## config.mk

```make
export PLATFORM = sky130hd
export DESIGN_NAME = nand_bank_ctrl
export DESIGN_NICKNAME = d
export VERILOG_FILES = /design/src/rtl/nbc_pkg.sv /design/src/rtl/nbc_addr_decode.sv /design/src/rtl/nbc_sync.sv /design/src/rtl/nbc_strobe_timer.sv /design/src/rtl/nand_bank_ctrl.sv
export SDC_FILE = /design/constraint.sdc
export NUM_CORES = 1
export LEC_CHECK = 0
export CORE_MARGIN = 8
export CORE_UTILIZATION = 41
export DETAILED_ROUTE_END_ITERATION = 16
export GPL_TIMING_DRIVEN = 1
export PLACE_DENSITY_LB_ADDON = 0.08
export SLEW_MARGIN = 20
export SYNTH_ARGS = -nofsm -noshare
export SYNTH_HDL_FRONTEND = slang
export SYNTH_SLANG_ARGS = --single-unit
```

## constraint.sdc

```tcl
create_clock -name clk -period 3.73 [get_ports clk]
set_input_delay 0.746 -clock clk [delete_from_list [all_inputs] [get_ports clk]]
set_output_delay 0.746 -clock clk [all_outputs]
set_load 0.05 [all_outputs]
```

## src/rtl/nbc_pkg.sv

```systemverilog
package nbc_pkg;
  // Window layout shared by decoder and top
  localparam int CMD_BIT = 15;
  localparam int ALE_BIT = 16;
  localparam int WIN_W   = 17;
  localparam int BUS_W   = 32;
  localparam int BYTE_W  = 8;

  typedef enum logic [1:0] {
    CYC_DATA = 2'd0,
    CYC_CMD  = 2'd1,
    CYC_ADDR = 2'd2
  } cyc_kind_e;

  typedef enum logic [1:0] {
    TOP_IDLE = 2'd0,
    TOP_WAIT = 2'd1,
    TOP_RESP = 2'd2
  } top_state_e;

  typedef enum logic [1:0] {
    STB_IDLE  = 2'd0,
    STB_SETUP = 2'd1,
    STB_PULSE = 2'd2,
    STB_HOLD  = 2'd3
  } stb_state_e;
endpackage

```

## src/rtl/nbc_addr_decode.sv

```systemverilog
module nbc_addr_decode
  import nbc_pkg::*;
#(
  parameter int ADDR_W = 20,
  parameter int BANK_W = 2
) (
  input  logic [ADDR_W-1:0] addr,
  output logic              is_reg,
  output logic              sel_status,
  output logic [BANK_W-1:0] bank_idx,
  output cyc_kind_e         kind,
  output logic              illegal
);
  always_comb begin
    is_reg     = addr[ADDR_W-1];
    sel_status = addr[2];
    bank_idx   = addr[WIN_W +: BANK_W];
    illegal    = !addr[ADDR_W-1] && addr[CMD_BIT] && addr[ALE_BIT];
    if (addr[ALE_BIT])      kind = CYC_ADDR;
    else if (addr[CMD_BIT]) kind = CYC_CMD;
    else                    kind = CYC_DATA;
  end
endmodule

```

## src/rtl/nbc_sync.sv

```systemverilog
module nbc_sync #(
  parameter int STAGES = 2
) (
  input  logic clk,
  input  logic rst_n,
  input  logic d,
  output logic q
);
  logic [STAGES-1:0] chain_q;

  always_ff @(posedge clk or negedge rst_n) begin
    if (!rst_n) chain_q <= '0;
    else        chain_q <= {chain_q[STAGES-2:0], d};
  end

  assign q = chain_q[STAGES-1];
endmodule

```

## src/rtl/nbc_strobe_timer.sv

```systemverilog
module nbc_strobe_timer
  import nbc_pkg::*;
#(
  parameter int SETUP_CLKS = 2,
  parameter int PULSE_CLKS = 3,
  parameter int HOLD_CLKS  = 1
) (
  input  logic clk,
  input  logic rst_n,
  input  logic start,
  input  logic is_read,
  output logic active,
  output logic we_n,
  output logic re_n,
  output logic capture,
  output logic done
);
  localparam int MAX_A  = (SETUP_CLKS > PULSE_CLKS) ? SETUP_CLKS : PULSE_CLKS;
  localparam int MAX_C  = (MAX_A > HOLD_CLKS) ? MAX_A : HOLD_CLKS;
  localparam int CNT_W  = $clog2(MAX_C + 1);

  stb_state_e        state_q, state_d;
  logic [CNT_W-1:0]  cnt_q, cnt_d;
  logic              read_q, read_d;
  logic              last;

  always_comb begin
    state_d = state_q;
    cnt_d   = cnt_q + CNT_W'(1);
    read_d  = read_q;
    last    = 1'b0;
    capture = 1'b0;
    done    = 1'b0;
    unique case (state_q)
      STB_IDLE: begin
        cnt_d = '0;
        if (start) begin
          state_d = STB_SETUP;
          read_d  = is_read;
        end
      end
      STB_SETUP: begin
        last = (cnt_q == CNT_W'(SETUP_CLKS - 1));
        if (last) begin state_d = STB_PULSE; cnt_d = '0; end
      end
      STB_PULSE: begin
        last    = (cnt_q == CNT_W'(PULSE_CLKS - 1));
        capture = last && read_q;
        if (last) begin state_d = STB_HOLD; cnt_d = '0; end
      end
      STB_HOLD: begin
        last = (cnt_q == CNT_W'(HOLD_CLKS - 1));
        done = last;
        if (last) begin state_d = STB_IDLE; cnt_d = '0; end
      end
      default: state_d = STB_IDLE;
    endcase
  end

  always_ff @(posedge clk or negedge rst_n) begin
    if (!rst_n) begin
      state_q <= STB_IDLE;
      cnt_q   <= '0;
      read_q  <= 1'b0;
    end else begin
      state_q <= state_d;
      cnt_q   <= cnt_d;
      read_q  <= read_d;
    end
  end

  assign active = (state_q != STB_IDLE);
  assign we_n   = !((state_q == STB_PULSE) && !read_q);
  assign re_n   = !((state_q == STB_PULSE) && read_q);
endmodule

```

## src/rtl/nand_bank_ctrl.sv

```systemverilog
module nand_bank_ctrl
  import nbc_pkg::*;
#(
  parameter int NUM_BANKS   = 4,
  parameter int ADDR_W      = 20,
  parameter int SETUP_CLKS  = 2,
  parameter int PULSE_CLKS  = 3,
  parameter int HOLD_CLKS   = 1,
  parameter int SYNC_STAGES = 2
) (
  input  logic                 clk,
  input  logic                 rst_n,
  input  logic                 bus_valid,
  input  logic                 bus_write,
  input  logic [ADDR_W-1:0]    bus_addr,
  input  logic [31:0]          bus_wdata,
  output logic                 bus_ready,
  output logic [31:0]          bus_rdata,
  output logic                 bus_err,
  output logic                 nand_cle,
  output logic                 nand_ale,
  output logic                 nand_we_n,
  output logic                 nand_re_n,
  output logic [NUM_BANKS-1:0] nand_ce_n,
  output logic [7:0]           nand_dq_out,
  output logic                 nand_dq_oe,
  input  logic [7:0]           nand_dq_in,
  input  logic                 nand_rb
);
  localparam int BANK_W = (NUM_BANKS > 1) ? $clog2(NUM_BANKS) : 1;
  localparam int CTRL_W = 2 * NUM_BANKS;

  logic [CTRL_W-1:0]    ctrl_q;
  logic [NUM_BANKS-1:0] en_vec, as_vec;
  top_state_e           state_q, state_d;
  cyc_kind_e            kind_q, dec_kind;
  logic                 write_q;
  logic [BYTE_W-1:0]    dout_q;
  logic [BUS_W-1:0]     rdata_q, rdata_d;
  logic                 err_q, err_d;

  logic                 dec_is_reg, dec_status, dec_illegal;
  logic [BANK_W-1:0]    dec_bank;
  logic                 accept, ctrl_we, start_stb, rdata_en;
  logic                 stb_active, stb_we_n, stb_re_n, stb_capture, stb_done;
  logic                 rb_sync;

  nbc_addr_decode #(.ADDR_W(ADDR_W), .BANK_W(BANK_W)) i_decode (
    .addr(bus_addr), .is_reg(dec_is_reg), .sel_status(dec_status),
    .bank_idx(dec_bank), .kind(dec_kind), .illegal(dec_illegal)
  );

  nbc_strobe_timer #(
    .SETUP_CLKS(SETUP_CLKS), .PULSE_CLKS(PULSE_CLKS), .HOLD_CLKS(HOLD_CLKS)
  ) i_timer (
    .clk(clk), .rst_n(rst_n), .start(start_stb), .is_read(!bus_write),
    .active(stb_active), .we_n(stb_we_n), .re_n(stb_re_n),
    .capture(stb_capture), .done(stb_done)
  );

  nbc_sync #(.STAGES(SYNC_STAGES)) i_rb_sync (
    .clk(clk), .rst_n(rst_n), .d(nand_rb), .q(rb_sync)
  );

  for (genvar b = 0; b < NUM_BANKS; b++) begin : g_bank
    assign en_vec[b]    = ctrl_q[2*b];
    assign as_vec[b]    = ctrl_q[2*b+1];
    assign nand_ce_n[b] = !(en_vec[b] && as_vec[b]);
  end

  always_comb begin
    accept    = bus_valid && (state_q == TOP_IDLE);
    ctrl_we   = accept && dec_is_reg && bus_write && !dec_status;
    start_stb = accept && !dec_is_reg && !dec_illegal && en_vec[dec_bank];
    state_d   = state_q;
    rdata_d   = rdata_q;
    err_d     = err_q;
    rdata_en  = 1'b0;
    unique case (state_q)
      TOP_IDLE: if (accept) begin
        rdata_en = 1'b1;
        err_d    = 1'b0;
        rdata_d  = '0;
        state_d  = start_stb ? TOP_WAIT : TOP_RESP;
        if (dec_is_reg) begin
          if (!bus_write)
            rdata_d = dec_status ? BUS_W'(rb_sync) : BUS_W'(ctrl_q);
        end else if (dec_illegal) begin
          err_d = 1'b1;
        end else if (!en_vec[dec_bank] && !bus_write) begin
          rdata_d = BUS_W'(8'hFF);
        end
      end
      TOP_WAIT: begin
        if (stb_capture) begin
          rdata_en = 1'b1;
          rdata_d  = BUS_W'(nand_dq_in);
        end
        if (stb_done) state_d = TOP_RESP;
      end
      TOP_RESP: state_d = TOP_IDLE;
      default:  state_d = TOP_IDLE;
    endcase
  end

  always_ff @(posedge clk or negedge rst_n) begin
    if (!rst_n) state_q <= TOP_IDLE;
    else        state_q <= state_d;
  end

  always_ff @(posedge clk or negedge rst_n) begin
    if (!rst_n)       ctrl_q <= '0;
    else if (ctrl_we) ctrl_q <= bus_wdata[CTRL_W-1:0];
  end

  always_ff @(posedge clk or negedge rst_n) begin
    if (!rst_n) begin
      kind_q  <= CYC_DATA;
      write_q <= 1'b0;
      dout_q  <= '0;
    end else if (accept) begin
      kind_q  <= dec_kind;
      write_q <= bus_write;
      dout_q  <= bus_wdata[BYTE_W-1:0];
    end
  end

  always_ff @(posedge clk or negedge rst_n) begin
    if (!rst_n) begin
      rdata_q <= '0;
      err_q   <= 1'b0;
    end else if (rdata_en) begin
      rdata_q <= rdata_d;
      err_q   <= err_d;
    end
  end

  assign bus_ready   = (state_q == TOP_RESP);
  assign bus_rdata   = rdata_q;
  assign bus_err     = err_q && bus_ready;
  assign nand_cle    = stb_active && (kind_q == CYC_CMD);
  assign nand_ale    = stb_active && (kind_q == CYC_ADDR);
  assign nand_we_n   = stb_we_n;
  assign nand_re_n   = stb_re_n;
  assign nand_dq_out = dout_q;
  assign nand_dq_oe  = stb_active && write_q;
endmodule

```

==> results of run 1 <==
-- power breakdown --
part	internal, uW	switching (uW)	total, uW
Clock	217	149	367
Sequential	587	139	726
Combinational	504	947	1450
Total	1310	1230	2540
-- layout by cell type, fill, tap and decap left out, types with 2 or more instances in the layout --
master,count
sky130_fd_sc_hd__a21oi_1,2
sky130_fd_sc_hd__a21oi_2,2
sky130_fd_sc_hd__a221oi_2,7
sky130_fd_sc_hd__and2_1,2
sky130_fd_sc_hd__clkbuf_8,6
sky130_fd_sc_hd__clkdlybuf4s50_1,52
sky130_fd_sc_hd__conb_1,24
sky130_fd_sc_hd__dfrtp_1,37
sky130_fd_sc_hd__ha_1,11
sky130_fd_sc_hd__inv_1,7
sky130_fd_sc_hd__mux2_1,10
sky130_fd_sc_hd__nand2_1,48
sky130_fd_sc_hd__nand2b_1,4
sky130_fd_sc_hd__nor2_1,19
sky130_fd_sc_hd__nor2b_1,3
sky130_fd_sc_hd__nor3b_1,3
sky130_fd_sc_hd__o21ai_1,2
sky130_fd_sc_hd__o31ai_1,2
-- logic make-up (layout without fill, tap and decap cells) --
kind of cell | count (synthesis) | count (layout) | share of synthesized area
compound gates | 23 | 23 | 0.1089
fa+ha+maj | 11 | 11 | 0.06691
mux | 12 | 12 | 0.07056
simple gates | 86 | 86 | 0.1910
buf+inv | 36 | 69 | 0.1107
other cells | 1 | 24 | 0.001823
flops | 37 | 37 | 0.4501
-- synth_stat cells, drive strengths merged (2+ instances only) --
library cell | n | area share
nand2 | 48 | 0.088
dfrtp | 37 | 0.45
buf | 27 | 0.094
nor2 | 20 | 0.038
ha | 11 | 0.067
mux2 | 10 | 0.055
a221oi | 8 | 0.055
inv | 7 | 0.013
a21oi | 4 | 0.013
nand2b | 4 | 0.012
nor3b | 4 | 0.017
nor2b | 3 | 0.0091
and2 | 2 | 0.0061
clkbuf | 2 | 0.0037
o21ai | 2 | 0.0049
o31ai | 2 | 0.0073
-- final cells by class --
cell class | count | share of cell area
clock buffers | 6 | 0.03083
clock inverters | 2 | 0.01401
inverters | 7 | 0.009808
multi-input cells | 156 | 0.3695
flip-flops and latches | 37 | 0.3456
well taps | 67 | 0.03129
repair buffers | 54 | 0.1990
-- through the flow --
| stage | total power [uW] | std cells | worst slack [ps] | utilization |
|---|---|---|---|---|
| after floorplan | 1762 | 229 | 1135 | - |
| after global routing | 2710 | 329 | 741.9 | 0.5597 |
| after global placement | 2189 | 321 | 1079 | 0.5346 |
| after CTS | 2578 | 329 | 866.3 | 0.5597 |
| final | 2543 | 329 | 894.6 | 0.5597 |
| after detailed placement | 2200 | 321 | 1063 | 0.5346 |
-- metal layers --
metal | part of all wire | global-route usage | up-vias
met3 | 0.089 | 0.04537 | 6
met1 | 0.46 | 0.1645 | 698
li1 | - | - | 753
met5 | 0 | 0 | -
met4 | 0.013 | 0.05477 | 0
met2 | 0.44 | 0.2061 | 52
-- worst max-delay path, stage by stage (launching register included) --
cell,delay [ps]
sky130_fd_sc_hd__dfrtp_1,380
sky130_fd_sc_hd__inv_1,90
sky130_fd_sc_hd__ha_1,290
sky130_fd_sc_hd__nor3b_1,200
sky130_fd_sc_hd__clkdlybuf4s50_1,830
-- worst paths after layout --
check,to,slack [ps],cells after the start
min in group asynchronous,i_timer.state_q[0],560,1
setup / recovery,nand_cle,890,4
hold reg to reg,i_rb_sync.chain_q[1],350,0
max in group asynchronous,i_timer.cnt_q[1],2630,1
hold / removal,i_rb_sync.chain_q[1],350,0
setup reg to reg,bus_rdata[0],1610,6
-- flip-flops by register name, indices dropped and copies added, names as in the netlist --
name and cells:
write_q 1, ctrl_q 8, i_timer.read_q 1, bus_rdata 8, state_q 2, err_q 1
i_timer.state_q 2, nand_dq_out 8, kind_q 2, i_rb_sync.chain_q 2, i_timer.cnt_q 2
==> results.md, run 1 <==
* Status: complete, no violations
* Total CTS buffers at 5
* Footprint of the flip-flops and latches at a little over 900 sq um
* CP Capture Type: primary output
* Number of buffers added to fix hold violations after cts at 0
* Post-CTS Setup Repair Bufs at 0
* Synth Register Bits at 37
* First-pass GRT wire length at roughly 7.9 mm
* Finished Cell Area at between 0.002 and 0.003 sq mm
* Number of vias in the routed layout at about 1500
* Clock Sinks at 37
* Clock-pin transition on the worst setup and hold timing paths at 70 ps
* Cell area after synthesis at just over 0.002 sq mm
* Post-layout min period at between 2000 and 3000 ps
* Number of buffers added on ports at between 50 and 60
* Final setup violating endpoints at 0
* Number of enable flip-flop cells after synthesis at 0
* Largest buffer count on any clock path at 2
* Level count of the clock H-tree at 2
* Remaining number of nets flagged by the antenna check after routing at 0
* Placement Rows at 25
* Area of placed instances at 0.002559 sq mm
* RSZ-0062 raised after global routing: false
* Nets at 337
* Power per standard cell area at approximately 950 mW/mm^2
* Number of design rule violations left after detail routing at 0
* R2r startpoint: i_timer.state_q[0]
* Initial drt markers at 65
* Async S/R FF share, synth at 1.000
* Worst Hold Margin at 351.0 ps
* I/O pin count at 116
* Maximum clock rate at about 350 MHz
* Drt first pass iters at 4
* Vertical die dimension at a little under 90 um
* Worst min-delay path class: reg2reg
* Post-route setup TNS at 0 ps
* Post-synth cell types at 37
* Starting utilization of the core area at 0.4298
* GR Overflow Total at 0
* Growth of design area from synthesis to finish at 30.23%
* Final Skew at approximately 7.6 ps
* Detail-routed via count per cell at ~4.6
* Ys flop type: sky130_fd_sc_hd__dfrtp_1
* Die Outline Area at about 0.0075 sq mm
* Total of warnings raised by yosys at 0
* Weighted congestion at the end of routability-driven global placement at 0.6987
* Hold Path Origin: i_rb_sync.chain_q[0]
* Fraction of layout cells with a size suffix above 1 at 0.09160
* Maximum number of pins on one net before global-route repair at 38
* Area of combinational cells with multiple inputs at just under 0.001 sq mm
* Total count of hold-check failures in the final report at 0
* Final WL at about 4.8 mm
* Crit path kind: reg2out
* Worst voltage drop across the vdd grid at approximately 0.4 mV
* Share of the cycle needed by the critical path after routing at 0.7602
* Clock network latency to the later pin of the worst-skew pair at between 200 and 300 ps
* Required time at the worst-slack endpoint at between 2000 and 3000 ps
* Syn Area/Cell at 9.985 sq um
* TritonCTS clock tree: yes
* Via count of the first global-routing pass at ~1600
* Number of diodes at 0
* Max-capacitance violation count at 0
* Floorplan die width at slightly below 90 um
* Startpoint kind of the worst setup timing path: flop
* Worst slew slack as a fraction of its limit at 0.4271
* Share of synthesized area occupied by flip-flops and latches at 0.4501
* Post-Syn Instances at 206
* Number of fill cells in the layout at approximately 450
* Worst Setup SP: i_timer.state_q[0]
* DPL Wire Length at roughly 3.7 mm
* Actual slew at the worst max-slew pin at 859.3 ps
* Post-cts resize count at 0
* Core ar. at between 0.004 and 0.005 sq mm
* Data arrival time at the worst-slack endpoint at between 2000 and 2500 ps
* Initial antenna violation count at 0
* CTS Root Buffer Type: sky130_fd_sc_hd__clkbuf_8
* Number of max-slew violations in the final report at 0
* Total global routing track utilization at 0.1331
* Leak Pwr at 0.001216 uW
* CP Max Fanout at 5
* Post-DR wirelength/cell at 14.54 um
Power figures use the tool's default switching activity.
==> inputs of run 2 (changes only) <==
--- a/config.mk
+++ b/config.mk
@@ -6,7 +6,7 @@
 export NUM_CORES = 1
 export LEC_CHECK = 0
 export CORE_MARGIN = 8
-export CORE_UTILIZATION = 41
+export CORE_UTILIZATION = 39
 export DETAILED_ROUTE_END_ITERATION = 16
 export GPL_TIMING_DRIVEN = 1
 export PLACE_DENSITY_LB_ADDON = 0.08
==> constraint.sdc (replaced) <==
create_clock -name clk -period 2.9 [get_ports clk]
set_input_delay 0.58 -clock clk [delete_from_list [all_inputs] [get_ports clk]]
set_output_delay 0.58 -clock clk [all_outputs]
set_load 0.05 [all_outputs]
==> run 2 against run 1 <==
Register-to-register slack lost 700 ps. Highest routed layer unchanged. Worst hold slack lost 2.4 ps. Largest power group unchanged. Global-route usage shrank 0.76 points. Flip-flop and latch count is the same. First-iteration DRC count grew 1.5%. Critical endpoint unchanged. Sequential share of layout area grew 0.097 points. Utilization shrank 3.7 points. Final area shrank 0.28%.
==> results.md, run 2 (synthesis results as in run 1) <==
* Status: complete, no violations
* Hold Path Origin: i_rb_sync.chain_q[0]
* Critical Path Slowest Stage Cell: sky130_fd_sc_hd__clkdlybuf4s50_1
* Leak Pwr at roughly 0.0012 uW
* Remaining number of nets flagged by the antenna check after routing at 0
* Most common cell after layout, fill and taps aside: sky130_fd_sc_hd__clkdlybuf4s50_1
* Final WL at approximately 4.7 mm
* Maximum number of pins on one net before global-route repair at 38
* GR Overflow Total at 0
* Drt first pass iters at 4
* Clock network latency to the later pin of the worst-skew pair at approximately 280 ps
* Number of vias in the routed layout at 1538
* Placement Rows at 26
* Worst Slack Setup Final at 208.0 ps
* Path depth of the worst reg2reg path at 7
* Weighted congestion at the end of routability-driven global placement at between 0.7 and 0.8
* Starting utilization of the core area at 0.4027
* Post-DR wirelength/cell at 14.20 um
* Largest buffer count on any clock path at 2
* Number of buffers added on ports at between 50 and 60
* Detail-routed via count per cell at about 4.6
* Via count of the first global-routing pass at between 1500 and 2000
* Worst min-delay path class: reg2reg
* Worst voltage drop across the vdd grid at 0.5449 mV
* Final setup violating endpoints at 0
* R2r startpoint: i_timer.state_q[0]
* Power per standard cell area at approximately 1200 mW/mm^2
* Number of diodes at 0
* Post-layout min period at around 2700 ps
* Initial drt markers at 66
* Layer with the highest usage: met2
* Initial antenna violation count at 0
* Post-cts resize count at 0
* Hold Path End: i_rb_sync.chain_q[1]
* Required time at the worst-slack endpoint at between 2000 and 2500 ps
* Data arrival time at the worst-slack endpoint at roughly 2100 ps
* Worst slew slack as a fraction of its limit at 0.4322
* Most used cells in the layout excluding fill and tap cells: sky130_fd_sc_hd__clkdlybuf4s50_1 (52), sky130_fd_sc_hd__nand2_1 (48), sky130_fd_sc_hd__dfrtp_1 (37), sky130_fd_sc_hd__conb_1 (24), sky130_fd_sc_hd__nor2_1 (19)
* CP Max Fanout at 5
* Met3 capacity usage during global routing at 0.04828
* CTS Root Buffer Type: sky130_fd_sc_hd__clkbuf_8
* Nets at 340
* M2 GR Usage at 0.1853
* Final Skew at between 2 and 3 ps
* Crit path kind: reg2out
* Total power of the final layout at 3183 uW
* Capturing point of the worst reg2reg path: bus_rdata[5]
* Core ar. at ~0.0051 sq mm
* Growth of design area from synthesis to finish at 29.87%
* DPL Wire Length at around 3.6 mm
* Slowest stage delay, CP at 840 ps
* Worst setup slack before clock tree synthesis at 450.5 ps
* Maximum clock rate at around 370 MHz
* Number of design rule violations left after detail routing at 0
* Post-CTS Setup Repair Bufs at 0
* Floorplan die width at between 80 and 90 um
* Worst Hold Margin at 348.6 ps
* Share of the cycle needed by the critical path after routing at 0.9283
* TritonCTS clock tree: yes
* Level count of the clock H-tree at 2
* Startpoint kind of the worst setup timing path: flop
* Register-to-register path setup slack at just over 900 ps
* First-pass GRT wire length at roughly 7.5 mm
* Actual slew at the worst max-slew pin at 851.7 ps
* Number of max-slew violations in the final report at 0
* I/O pin count at 116
* Clock-pin transition on the worst setup and hold timing paths at 70 ps
* Post-route setup TNS at 0 ps
* Fraction of layout cells with a size suffix above 1 at 0.09470
* Vertical die dimension at between 80 and 90 um
* Ordered cell list for the critical path: inv_1, ha_1, nor3b_1, clkdlybuf4s50_1
* Total global routing track utilization at 0.1256
* Max-capacitance violation count at 0
* Number of buffers added to fix hold violations after cts at 0
* CP Capture Type: primary output
* Die Outline Area at ~0.0079 sq mm
* Total count of hold-check failures in the final report at 0
* Met1 Track Usage GR at 0.1630
* Cell depth of the worst min-delay path at 0
* Clock Sinks at 37
* Total CTS buffers at 5
* RSZ-0062 raised after global routing: false
==> run 2: changes by cell type in the layout (fill, tap and decap cells not counted), sizes merged <==
| cell | previous run | this run |
|---|---|---|
| buf | 2 | 5 |
| bufinv | 1 | 0 |
| clkinvlp | 1 | 0 |
| clkbuf | 6 | 7 |
==> run 2: critical path, delay by kind of cell (launching register included) <==
kind | cells | cell delay [ps]
AND/OR/NAND/NOR | 1 | 230
flip-flops | 1 | 380
buffers and inverters | 2 | 940
adder cells (fa/ha/maj) | 1 | 280
==> run 2: area by class of cell <==
cell class | instances | area [sq um]
Tap cell | 70 | 87.58
Multi-Input combinational cell | 156 | 989.7
Clock buffer | 7 | 86.33
Inverter | 7 | 26.28
Timing Repair Buffer | 57 | 555.5
Sequential cell | 37 | 925.9
Fill cell | 489 | 2436
==> run 2: metrics by stage <==
step                      std cells  cell area [sq um]    util
after CTS                       334               2671  0.5230
after global placement          327               2585  0.5061
after global routing            334               2671  0.5230
after detailed placement        327               2585  0.5061
after floorplan                 229               2143       -
final                           334               2671  0.5230
==> run 2: routing by layer <==
metal	vias to the layer above	part of all wire
met5	-	0
met1	722	0.46
met2	52	0.44
met3	7	0.085
li1	757	-
met4	0	0.011
==> run 2: how the worst max path moves through the flow <==
stage | start | end | slack, ps | cells past startpoint
floorplan | i_timer.state_q[0] | nand_ale | 470 | 3
global placement | bus_valid | ctrl_q[2] | 470 | 4
detailed placement | bus_valid | ctrl_q[2] | 450 | 4
CTS | i_timer.state_q[0] | nand_cle | 170 | 4
global route | i_timer.state_q[1] | nand_cle | 110 | 4
finish | i_timer.state_q[0] | nand_cle | 210 | 4
==> run 2: where the power goes <==
group	total (uW)	leakage (uW)	internal, uW	switching (uW)
combinational	1890	0.000720	665	1230
sequential	928	0.000453	756	173
clock	363	0.0000443	189	174
total	3180	0.00122	1610	1570
==> inputs of run 3 (changes only) <==
--- a/config.mk
+++ b/config.mk
@@ -7,6 +7,7 @@
 export LEC_CHECK = 0
 export CORE_MARGIN = 8
 export CORE_UTILIZATION = 39
+export CTS_CLUSTER_SIZE = 40
 export DETAILED_ROUTE_END_ITERATION = 16
 export GPL_TIMING_DRIVEN = 1
 export PLACE_DENSITY_LB_ADDON = 0.08
==> results of run 3 <==
Final layout, timing and power as in run 2 (identical DEF).
